## src/rtl/bsw_pkg.sv

```systemverilog
package bsw_pkg;
    // Window control state: a window redirects accesses only in WIN_ON.
    typedef enum logic {
        WIN_OFF = 1'b0,
        WIN_ON  = 1'b1
    } win_state_e;

    localparam int unsigned DEF_CPU_AW  = 20;
    localparam int unsigned DEF_WIN_AW  = 14;
    localparam int unsigned DEF_BANK_W  = 8;
    localparam int unsigned DEF_NUM_WIN = 2;
    localparam int unsigned DEF_WIN_BASE = 32'h000D_0000;
endpackage

```

## src/rtl/bsw_bank_latch.sv

```systemverilog
module bsw_bank_latch
    import bsw_pkg::*;
#(
    parameter int unsigned BANK_W = DEF_BANK_W
) (
    input  logic              clk,
    input  logic              rst_n,
    input  logic              wr_hit,
    input  logic              wr_enable_bit,
    input  logic [BANK_W-1:0] wr_bank,
    output logic [BANK_W-1:0] bank_q,
    output logic              en_q
);
    win_state_e state_q;
    win_state_e state_d;

    // State register
    always_ff @(posedge clk or negedge rst_n) begin
        if (!rst_n) begin
            state_q <= WIN_OFF;
        end else begin
            state_q <= state_d;
        end
    end

    // Transitions: ARM (OFF->ON) and DISARM (ON->OFF)
    always_comb begin
        state_d = state_q;
        unique case (state_q)
            WIN_OFF: if (wr_hit && wr_enable_bit)  state_d = WIN_ON;
            WIN_ON:  if (wr_hit && !wr_enable_bit) state_d = WIN_OFF;
            default: state_d = WIN_OFF;
        endcase
    end

    // Bank number register
    always_ff @(posedge clk or negedge rst_n) begin
        if (!rst_n) begin
            bank_q <= '0;
        end else if (wr_hit) begin
            bank_q <= wr_bank;
        end
    end

    // Outputs
    always_comb begin
        en_q = (state_q == WIN_ON);
    end

    // contents hold when this window is not written
    p_hold_r6: assert property (@(posedge clk) disable iff (!rst_n)
        !wr_hit |=> ($stable(bank_q) && $stable(en_q)));

    // a write is visible on the following cycle, exactly as written
    p_load_r8: assert property (@(posedge clk) disable iff (!rst_n)
        wr_hit |=> (bank_q == $past(wr_bank) && en_q == $past(wr_enable_bit)));
endmodule

```

## src/rtl/bsw_win_decode.sv

```systemverilog
module bsw_win_decode
    import bsw_pkg::*;
#(
    parameter int unsigned CPU_AW   = DEF_CPU_AW,
    parameter int unsigned WIN_AW   = DEF_WIN_AW,
    parameter int unsigned BANK_W   = DEF_BANK_W,
    parameter int unsigned NUM_WIN  = DEF_NUM_WIN,
    parameter int unsigned WIN_BASE = DEF_WIN_BASE,
    parameter int unsigned EXP_AW   = BANK_W + WIN_AW
) (
    input  logic                           cpu_req,
    input  logic [CPU_AW-1:0]              cpu_addr,
    input  logic [NUM_WIN-1:0]             win_en,
    input  logic [NUM_WIN-1:0][BANK_W-1:0] win_bank,
    output logic                           exp_cs,
    output logic [EXP_AW-1:0]              exp_addr,
    output logic                           base_cs
);
    localparam int unsigned TAG_W = CPU_AW - WIN_AW;
    localparam logic [TAG_W-1:0] TAG0 = TAG_W'(WIN_BASE >> WIN_AW);

    logic [NUM_WIN-1:0] hit;
    logic [NUM_WIN-1:0] sel;

    // One tag comparator per window
    for (genvar k = 0; k < NUM_WIN; k++) begin : g_win
        localparam logic [TAG_W-1:0] TAG_K = TAG0 + TAG_W'(k);
        always_comb begin
            hit[k] = cpu_req && (cpu_addr[CPU_AW-1:WIN_AW] == TAG_K);
            sel[k] = hit[k] && win_en[k];
        end
    end

    always_comb begin
        exp_addr = '0;
        for (int k = 0; k < NUM_WIN; k++) begin
            if (sel[k]) begin
                exp_addr = exp_addr | {win_bank[k], cpu_addr[WIN_AW-1:0]};
            end
        end
        exp_cs  = |sel;
        base_cs = cpu_req && !exp_cs;
    end
endmodule

```

## src/rtl/bsw_window_mapper.sv

```systemverilog
module bsw_window_mapper
    import bsw_pkg::*;
#(
    parameter int unsigned CPU_AW   = DEF_CPU_AW,
    parameter int unsigned WIN_AW   = DEF_WIN_AW,
    parameter int unsigned BANK_W   = DEF_BANK_W,
    parameter int unsigned NUM_WIN  = DEF_NUM_WIN,
    parameter int unsigned WIN_BASE = DEF_WIN_BASE,
    parameter int unsigned SEL_W    = (NUM_WIN > 1) ? $clog2(NUM_WIN) : 1,
    parameter int unsigned EXP_AW   = BANK_W + WIN_AW
) (
    input  logic              clk,
    input  logic              rst_n,
    input  logic              cpu_req,
    input  logic [CPU_AW-1:0] cpu_addr,
    input  logic              wr_en,
    input  logic [SEL_W-1:0]  wr_sel,
    input  logic [BANK_W:0]   wr_data,
    input  logic [SEL_W-1:0]  rd_sel,
    output logic [BANK_W:0]   rd_data,
    output logic              exp_cs,
    output logic [EXP_AW-1:0] exp_addr,
    output logic              base_cs
);
    localparam int unsigned WIN_SPAN = 1 << WIN_AW;
    localparam logic [CPU_AW-1:0] RANGE_LO = CPU_AW'(WIN_BASE);
    localparam logic [CPU_AW-1:0] RANGE_HI = CPU_AW'(WIN_BASE + NUM_WIN * WIN_SPAN - 1);

    logic [NUM_WIN-1:0]             en_q;
    logic [NUM_WIN-1:0][BANK_W-1:0] bank_q;

    for (genvar k = 0; k < NUM_WIN; k++) begin : g_latch
        logic hit_k;
        always_comb hit_k = wr_en && (wr_sel == SEL_W'(k));

        bsw_bank_latch #(
            .BANK_W (BANK_W)
        ) u_latch (
            .clk           (clk),
            .rst_n         (rst_n),
            .wr_hit        (hit_k),
            .wr_enable_bit (wr_data[BANK_W]),
            .wr_bank       (wr_data[BANK_W-1:0]),
            .bank_q        (bank_q[k]),
            .en_q          (en_q[k])
        );
    end

    bsw_win_decode #(
        .CPU_AW   (CPU_AW),
        .WIN_AW   (WIN_AW),
        .BANK_W   (BANK_W),
        .NUM_WIN  (NUM_WIN),
        .WIN_BASE (WIN_BASE),
        .EXP_AW   (EXP_AW)
    ) u_dec (
        .cpu_req  (cpu_req),
        .cpu_addr (cpu_addr),
        .win_en   (en_q),
        .win_bank (bank_q),
        .exp_cs   (exp_cs),
        .exp_addr (exp_addr),
        .base_cs  (base_cs)
    );

    // Read-back mux
    always_comb begin
        rd_data = '0;
        for (int k = 0; k < NUM_WIN; k++) begin
            if (rd_sel == SEL_W'(k)) begin
                rd_data = {en_q[k], bank_q[k]};
            end
        end
    end

    // chip selects exclusive while active, quiet while idle
    p_one_cs_r5: assert property (@(posedge clk) disable iff (!rst_n)
        cpu_req |-> $onehot({exp_cs, base_cs}));
    p_idle_r5: assert property (@(posedge clk) disable iff (!rst_n)
        !cpu_req |-> (!exp_cs && !base_cs && exp_addr == '0));

    // addresses outside the window range go to base memory
    p_outside_r4: assert property (@(posedge clk) disable iff (!rst_n)
        (cpu_req && (cpu_addr < RANGE_LO || cpu_addr > RANGE_HI)) |-> base_cs);

    // low address bits pass straight through on expansion accesses
    p_low_bits_r2: assert property (@(posedge clk) disable iff (!rst_n)
        exp_cs |-> (exp_addr[WIN_AW-1:0] == cpu_addr[WIN_AW-1:0]));

    // no expansion access without an enabled window
    p_need_en_r3: assert property (@(posedge clk) disable iff (!rst_n)
        exp_cs |-> (|en_q));
endmodule

```

## config.mk

```make
export PLATFORM = sky130hd
export DESIGN_NAME = bsw_window_mapper
export DESIGN_NICKNAME = d
export VERILOG_FILES = /design/src/rtl/bsw_pkg.sv /design/src/rtl/bsw_bank_latch.sv /design/src/rtl/bsw_win_decode.sv /design/src/rtl/bsw_window_mapper.sv
export SDC_FILE = /design/constraint.sdc
export NUM_CORES = 1
export LEC_CHECK = 0
export CAP_MARGIN = 5
export CORE_ASPECT_RATIO = 1.1
export CORE_MARGIN = 2
export CORE_UTILIZATION = 41
export CTS_CLUSTER_SIZE = 12
export DETAILED_ROUTE_END_ITERATION = 16
export PLACE_DENSITY = 0.86
export SYNTH_ARGS = -nofsm -noshare
export SYNTH_HDL_FRONTEND = slang
export SYNTH_SLANG_ARGS = --single-unit
```

## constraint.sdc

```tcl
create_clock -name clk -period 2 [get_ports clk]
set_clock_uncertainty 0.15 [all_clocks]
set_input_delay 0.4 -clock clk [delete_from_list [all_inputs] [get_ports clk]]
set_output_delay 0.4 -clock clk [all_outputs]
set_load 0.01 [all_outputs]
```

==> summary.md, run 1 <==
| Metric | Value |
|---|---|
| Max cap viols | `0` |
| H-tree Lvls | `1` |
| Synth-to-layout area growth | `90.3%` |
| Fin nets | `220` |
| N_diodes | `0` |
| Most common cell after layout, fill and taps aside | `buf_2` |
| Pint | `0.778 mW` |
| Row count | `20` |
| GRT Util Overall | `26.1%` |
| Sequential power share | `40.4%` |
| Worst vdd ir | `396 µV` |
| Sw power | `0.372 mW` |
| Die Footprint | `3360 µm²` |
| Number of port buffers | `67` |
| Clock Power Share | `16.6%` |
| Worst path max stage delay | `0.23 ns` |
| Slew @ Worst Pin | `0.233 ns` |
| Yosys reg bits | `18` |
| CP Class | `primary input to primary output` |
| Setup_tns | `-0.111 ns` |
| CTS buffer count | `3` |
| PD cells | `506 nW/µm²` |
| Clk buf depth | `2` |
| Failing checks | `negative setup slack` |
| Crit path DAT | `1.49 ns` |
| Worst-path cell chain | `buf_6, nand4b_1, buf_6, buf_12, buf_16, nor4b_2, buf_2` |
| Initial core utilization | `43.0%` |
| Largest net degree at the start of global routing | `19` |
| Register area share after synthesis | `37.7%` |
| Commonest non-fill, non-tap cells in the layout | `buf_2 (28), mux2_2 (27), clkdlybuf4s50_1 (26)` |
| Via density | `5.77` |
| Top Ports | `68` |
| Fin crit period | `2.04 ns` |
| Die X | `55.5 µm` |
| Distinct cell type count after synthesis | `18` |
| DIE HEIGHT | `60.6 µm` |
| Critical-path top delay cell | `nor4b_2` |
| Switching share of power | `32.4%` |
| Number of global-route vias before repair | `1283` |
| DRT Wirelength | `4260 µm` |
| Clock Latency Late Sink | `0.30 ns` |
| Setup crit start kind | `primary input` |
| Final hold viol count | `0` |
| Clock transition at the registers of the reported paths | `0.11 ns` |
| Fin crit share | `102%` |
| First-pass GRT wire length | `6600 µm` |
| Final setup fails | `8` |
| Core Area | `2780 µm²` |
| GPL Wtd Cong | `0.761` |
| Fin. max-slew vios | `0` |
| Initial antenna violation count | `0` |
| Mapped Cells | `100` |
| Pwr Total | `1.15 mW` |
| Final Worst Setup Slack | `-0.0368 ns` |
| First-pass DRT Iterations | `4` |
| DP HPWL | `2590 µm` |
| F_max | `0.491 GHz` |
| Pleak | `0.988 nW` |
| ANT nets after route | `0` |
| Worst hold path class | `primary input to async pin` |
| Synth Net Count | `135` |
| Combinational Power Share | `43.0%` |
| Syn avg cell area | `11.9 µm²` |
| R2R depth | `3` |
| CP Max Fanout | `6` |
| Final global-route overflow total | `0` |
| Share of cells above drive strength 1 | `58.5%` |
| Remaining DRCs | `0` |
| WL/cell | `19.7 µm` |
| Rel. slew slack | `84.1%` |
| Via count | `1247` |
| CTS Root Cell | `clkbuf_4` |
| CP dominant cell by count | `buf_6` |
| Mapped cell area | `1190 µm²` |
| Clock sink count | `18` |
| 1st-iter DRT viols | `50` |
| Endpoint class of the critical path | `primary output` |
| Outcome | `finished with violations` |
| TritonCTS clock tree | `yes` |
| Required time of the critical path | `1.45 ns` |
| RSZ-0062 raised after global routing | `true` |
| Final hold slack | `0.270 ns` |
| YS warnings | `0` |
| Post-CTS Hold Buffers | `0` |
==> layout make-up <==
type                            instances  area [µm²]
Tap cell                               33        41.3
Multi-Input combinational cell         72         875
Fill cell                             162         504
Timing Repair Buffer                   90         885
Clock buffer                            3        22.5
Sequential cell                        18         450
==> worst max-delay path: cells and delay by family <==
kind | cells | cell delay, ns
AND/OR/NAND/NOR | 2 | 0.41
buffers and inverters | 5 | 0.66
==> cell families after synthesis <==
group / share of synthesized area, %
AOI/OAI and AO/OA: 5.76
and+or+nand+nor: 25.9
buffers and inverters: 4.08
DFF: 37.7
muxes: 26.6
==> power groups by stage <==
stage	Clock (mW)	Sequential [mW]	Combinational (mW)
2_1_floorplan	0	0.452	0.197
4_1_cts	0.185	0.461	0.477
3_3_place_gp	0	0.461	0.397
5_1_grt	0.207	0.471	0.521
3_5_place_dp	0	0.468	0.409
6_report	0.191	0.465	0.494
==> cells in the mapped netlist <==
master | n | area [µm²]
nand2_1 | 1 | 3.75
dfrtp_1 | 18 | 450
mux2_2 | 27 | 304
nor4b_1 | 5 | 43.8
mux2i_2 | 1 | 13.8
buf_1 | 1 | 3.75
buf_2 | 3 | 15.0
a211oi_1 | 8 | 60.1
nand4b_1 | 1 | 8.76
nand3_1 | 8 | 40.0
nor3_1 | 1 | 5.00
nand2b_1 | 1 | 6.26
buf_6 | 1 | 11.3
o31a_1 | 1 | 8.76
nand3b_1 | 8 | 60.1
clkbuf_1 | 5 | 18.8
nor4b_2 | 9 | 135
nor2b_1 | 1 | 6.26
==> stage by stage <==
| stage | cells | util, % | setup slack [ns] | instance area, µm² |
|---|---|---|---|---|
| after floorplan | 100 | - | 0.111 | 1190 |
| after global placement | 203 | 72.2 | -0.658 | 2010 |
| after detailed placement | 203 | 72.2 | -0.779 | 2010 |
| after CTS | 218 | 80.9 | -0.0395 | 2250 |
| after global routing | 216 | 81.8 | -0.0904 | 2270 |
| final | 216 | 81.8 | -0.0368 | 2270 |
==> what timing repair did <==
action                                  in CTS  in global routing
gates cloned                                 7                  0
endpoints found under the setup margin      33                 24
gates resized for setup                    162                 15
pin swaps                                    6                 10
buffers inserted                             5                  0
==> final timing paths <==
path | from | to | slack [ns]
max | cpu_addr[17] | exp_addr[11] | -0.04
min | rst_n | g_latch[0].u_latch.bank_q[1] | 0.27
max reg2reg | register | register | 0.80
min reg2reg | g_latch[1].u_latch.bank_q[4] | g_latch[1].u_latch.bank_q[4] | 0.39
max in group asynchronous | rst_n | g_latch[1].u_latch.bank_q[6] | 1.23
min in group clk | g_latch[1].u_latch.bank_q[4] | g_latch[1].u_latch.bank_q[4] | 0.39
==> per-layer routing <==
| metal | vias to the layer above | wire length [µm] | global-route usage, % |
|---|---|---|---|
| met2 | 78 | 2220 | 47.8 |
| li1 | 557 | - | - |
| met4 | 0 | 113 | 13.2 |
| met3 | 12 | 299 | 5.97 |
| met1 | 600 | 1620 | 29.0 |
| met5 | - | 0 | 0 |
(Power assumes the default switching activity.)
==> run 2: changes to the inputs <==
--- a/config.mk
+++ b/config.mk
@@ -12,6 +12,7 @@
 export CTS_CLUSTER_SIZE = 12
 export DETAILED_ROUTE_END_ITERATION = 16
 export PLACE_DENSITY = 0.86
+export SETUP_SLACK_MARGIN = 0.15
 export SYNTH_ARGS = -nofsm -noshare
 export SYNTH_HDL_FRONTEND = slang
 export SYNTH_SLANG_ARGS = --single-unit
==> run 2 against run 1 <==
  * The flow still finishes with violations (negative setup slack)
  * Wire length grew 12%
  * Highest routed layer unchanged
  * Worst hold slack lost 0.0053 ns
  * Sequential power grew 1%
  * Clock-buffer cell count is the same
  * Worst setup slack lost 0.050 ns
  * Non-clock buffer count grew 4
  * Register-to-register slack lost 0.05 ns
  * Final area grew 6.1%
  * Sequential share of layout area shrank 1.1 points
  * First-iteration DRC count shrank 38%
==> summary.md, run 2 (synthesized netlist as in run 1, its figures left out) <==
| Metric | Value |
|---|---|
| Number of global-route vias before repair | `1314 (+2.4%)` |
| First-pass DRT Iterations | `4 (unchanged)` |
| Fin nets | `224 (+1.8%)` |
| Clk buf depth | `2 (unchanged)` |
| Initial core utilization | `43.0% (unchanged)` |
| Final hold viol count | `0 (unchanged)` |
| Top Ports | `68 (unchanged)` |
| Post-CTS Hold Buffers | `0 (unchanged)` |
| Filler cells | `132 (-19%)` |
| Delay-heaviest family, CP | `flip-flops` |
| DIE HEIGHT | `60.6 µm (unchanged)` |
| CTS Root Cell | `clkbuf_4` |
| Fin. max-slew vios | `0 (unchanged)` |
| 1st-iter DRT viols | `31 (-38%)` |
| Setup crit start kind | `register` |
| Rel. slew slack | `79.9% (-4.2 points)` |
| N_diodes | `0 (unchanged)` |
| Row count | `20 (unchanged)` |
| PD cells | `507 nW/µm² (+0.25%)` |
| GRT Max-Usage Layer | `met2` |
| Grt met1 use | `29.9% (+0.94 points)` |
| Pwr Total | `1.22 mW (+6.3%)` |
| Synth-to-layout area growth | `102%` |
| Via count | `1304 (+4.6%)` |
| DRT Wirelength | `4760 µm (+12%)` |
| Fin crit period | `2.09 ns (+0.0501 ns)` |
| Placement Setup Slack | `-0.779 ns (unchanged)` |
| Core Area | `2780 µm² (unchanged)` |
| # placed instances | `203 (unchanged)` |
| Worst hold path class | `primary input to async pin` |
| Pleak | `1.05 nW (+5.9%)` |
| H-tree Lvls | `1 (unchanged)` |
| Via density | `5.93 (+2.7%)` |
| Max cap viols | `0 (unchanged)` |
| Instance count on the critical path | `4 (-3)` |
| Critical-path top delay cell | `dfrtp_1` |
| Required time of the critical path | `1.45 ns (about the same)` |
| Worst-path cell chain | `mux2i_4, buf_12, nor4b_4, buf_2` |
| Crit path DAT | `1.54 ns (+0.05 ns)` |
| Most common cell after layout, fill and taps aside | `buf_2` |
| CTS buffer count | `3 (unchanged)` |
| Die Footprint | `3360 µm² (unchanged)` |
| Clock sink count | `18 (unchanged)` |
| Commonest non-fill, non-tap cells in the layout | `buf_2 (32), mux2_2 (26), clkdlybuf4s50_1 (26)` |
| WP buf/inv | `2 (-3)` |
| ANT nets after route | `0 (unchanged)` |
| Failing checks | `negative setup slack` |
| Share of cells above drive strength 1 | `67.4% (+8.9 points)` |
| Number of port buffers | `67 (unchanged)` |
| Worst vdd ir | `471 µV (+19%)` |
| Setup_tns | `-0.889 ns (-0.778 ns)` |
| Fin crit share | `104% (+2.5 points)` |
| Final Worst Setup Slack | `-0.0869 ns (-0.0501 ns)` |
| Outcome | `finished with violations` |
| Initial antenna violation count | `0 (unchanged)` |
| Slew @ Worst Pin | `0.295 ns (+0.0622 ns)` |
| Largest net degree at the start of global routing | `19 (unchanged)` |
| GRT Util Overall | `26.6% (+0.51 points)` |
| DP HPWL | `2590 µm (unchanged)` |
| Die X | `55.5 µm (unchanged)` |
| Final global-route overflow total | `0 (unchanged)` |
| Worst path max stage delay | `0.46 ns (+0.23 ns)` |
| Clock transition at the registers of the reported paths | `0.11 ns (about the same)` |
| Slack of the worst reg-to-reg path | `0.75 ns (-0.05 ns)` |
| CP Max Fanout | `8 (+2)` |
| F_max | `0.479 GHz (-2.4%)` |
| RSZ-0062 raised after global routing | `true` |
| Met3 usage in global routing | `4.05% (-1.9 points)` |
| Final cell count without fillers | `220 (+1.9%)` |
| Clock Latency Late Sink | `0.32 ns (+0.02 ns)` |
| Endpoint class of the critical path | `primary output` |
| CP Class | `register to primary output` |
| WL/cell | `21.6 µm (+9.8%)` |
| Remaining DRCs | `0 (unchanged)` |
| TritonCTS clock tree | `yes` |
| GPL Wtd Cong | `0.761 (unchanged)` |
| M2 GR Usage | `51.7% (+3.9 points)` |
| R2R depth | `3 (unchanged)` |
| CP Capture Point | `exp_addr[12]` |
| Final setup fails | `17 (+9)` |
| First-pass GRT wire length | `6740 µm (+2.2%)` |
-- run 2: area by class of cell --
class,count,area (µm²),share of cell area [%]
timing repair buffer,94,975,40.4
tap,33,41.3,1.71
multi-input combinational,72,921,38.2
sequential,18,452,18.7
clock buffer,3,22.5,0.934
-- run 2: per-stage QoR --
step | instance area, µm² | util (%) | hold WS, ns
finish | 2410 | 86.8 | 0.265
global route | 2410 | 86.8 | 0.302
CTS | 2270 | 81.6 | 0.284
detailed placement | 2010 | 72.2 | 0.368
global placement | 2010 | 72.2 | 0.358
floorplan | 1190 | - | -0.0456
-- run 2: worst reg2reg max path, cell delays in order, from the launching register on --
cell and delay (ns):
dfrtp_2 0.46, buf_12 0.14, buf_8 0.12, mux2_2 0.27
-- run 2: how the worst min path moves through the flow --
stage | to | slack, ns | depth (start not counted)
3_3_place_gp | g_latch[1].u_latch.bank_q[1] | 0.36 | 1
3_5_place_dp | g_latch[1].u_latch.bank_q[4] | 0.37 | 1
6_report | g_latch[0].u_latch.bank_q[1] | 0.26 | 2
4_1_cts | g_latch[1].u_latch.bank_q[1] | 0.28 | 2
2_1_floorplan | async pin | -0.05 | 0
5_1_grt | g_latch[0].u_latch.bank_q[1] | 0.30 | 2
-- run 2: power by group --
part / internal, mW / total, mW / switching (mW)
clock: 0.0708 / 0.194 / 0.124
combinational: 0.327 / 0.557 / 0.230
sequential: 0.418 / 0.471 / 0.0531
-- run 2: routing by layer --
| layer | share of wire [%] | vias up | wire [µm] |
|---|---|---|---|
| met4 | 2.9 | 0 | 137 |
| li1 | - | 570 | - |
| met1 | 37 | 645 | 1770 |
| met3 | 6.2 | 11 | 293 |
| met5 | 0 | - | 0 |
| met2 | 54 | 78 | 2560 |
-- run 2: what timing repair did --
item	in CTS	in global routing
resized for setup	184	22
pin swaps	11	5
hold endpoints to repair	0	0
setup endpoints to repair	33	25
buffers inserted	5	1
gates cloned	7	1
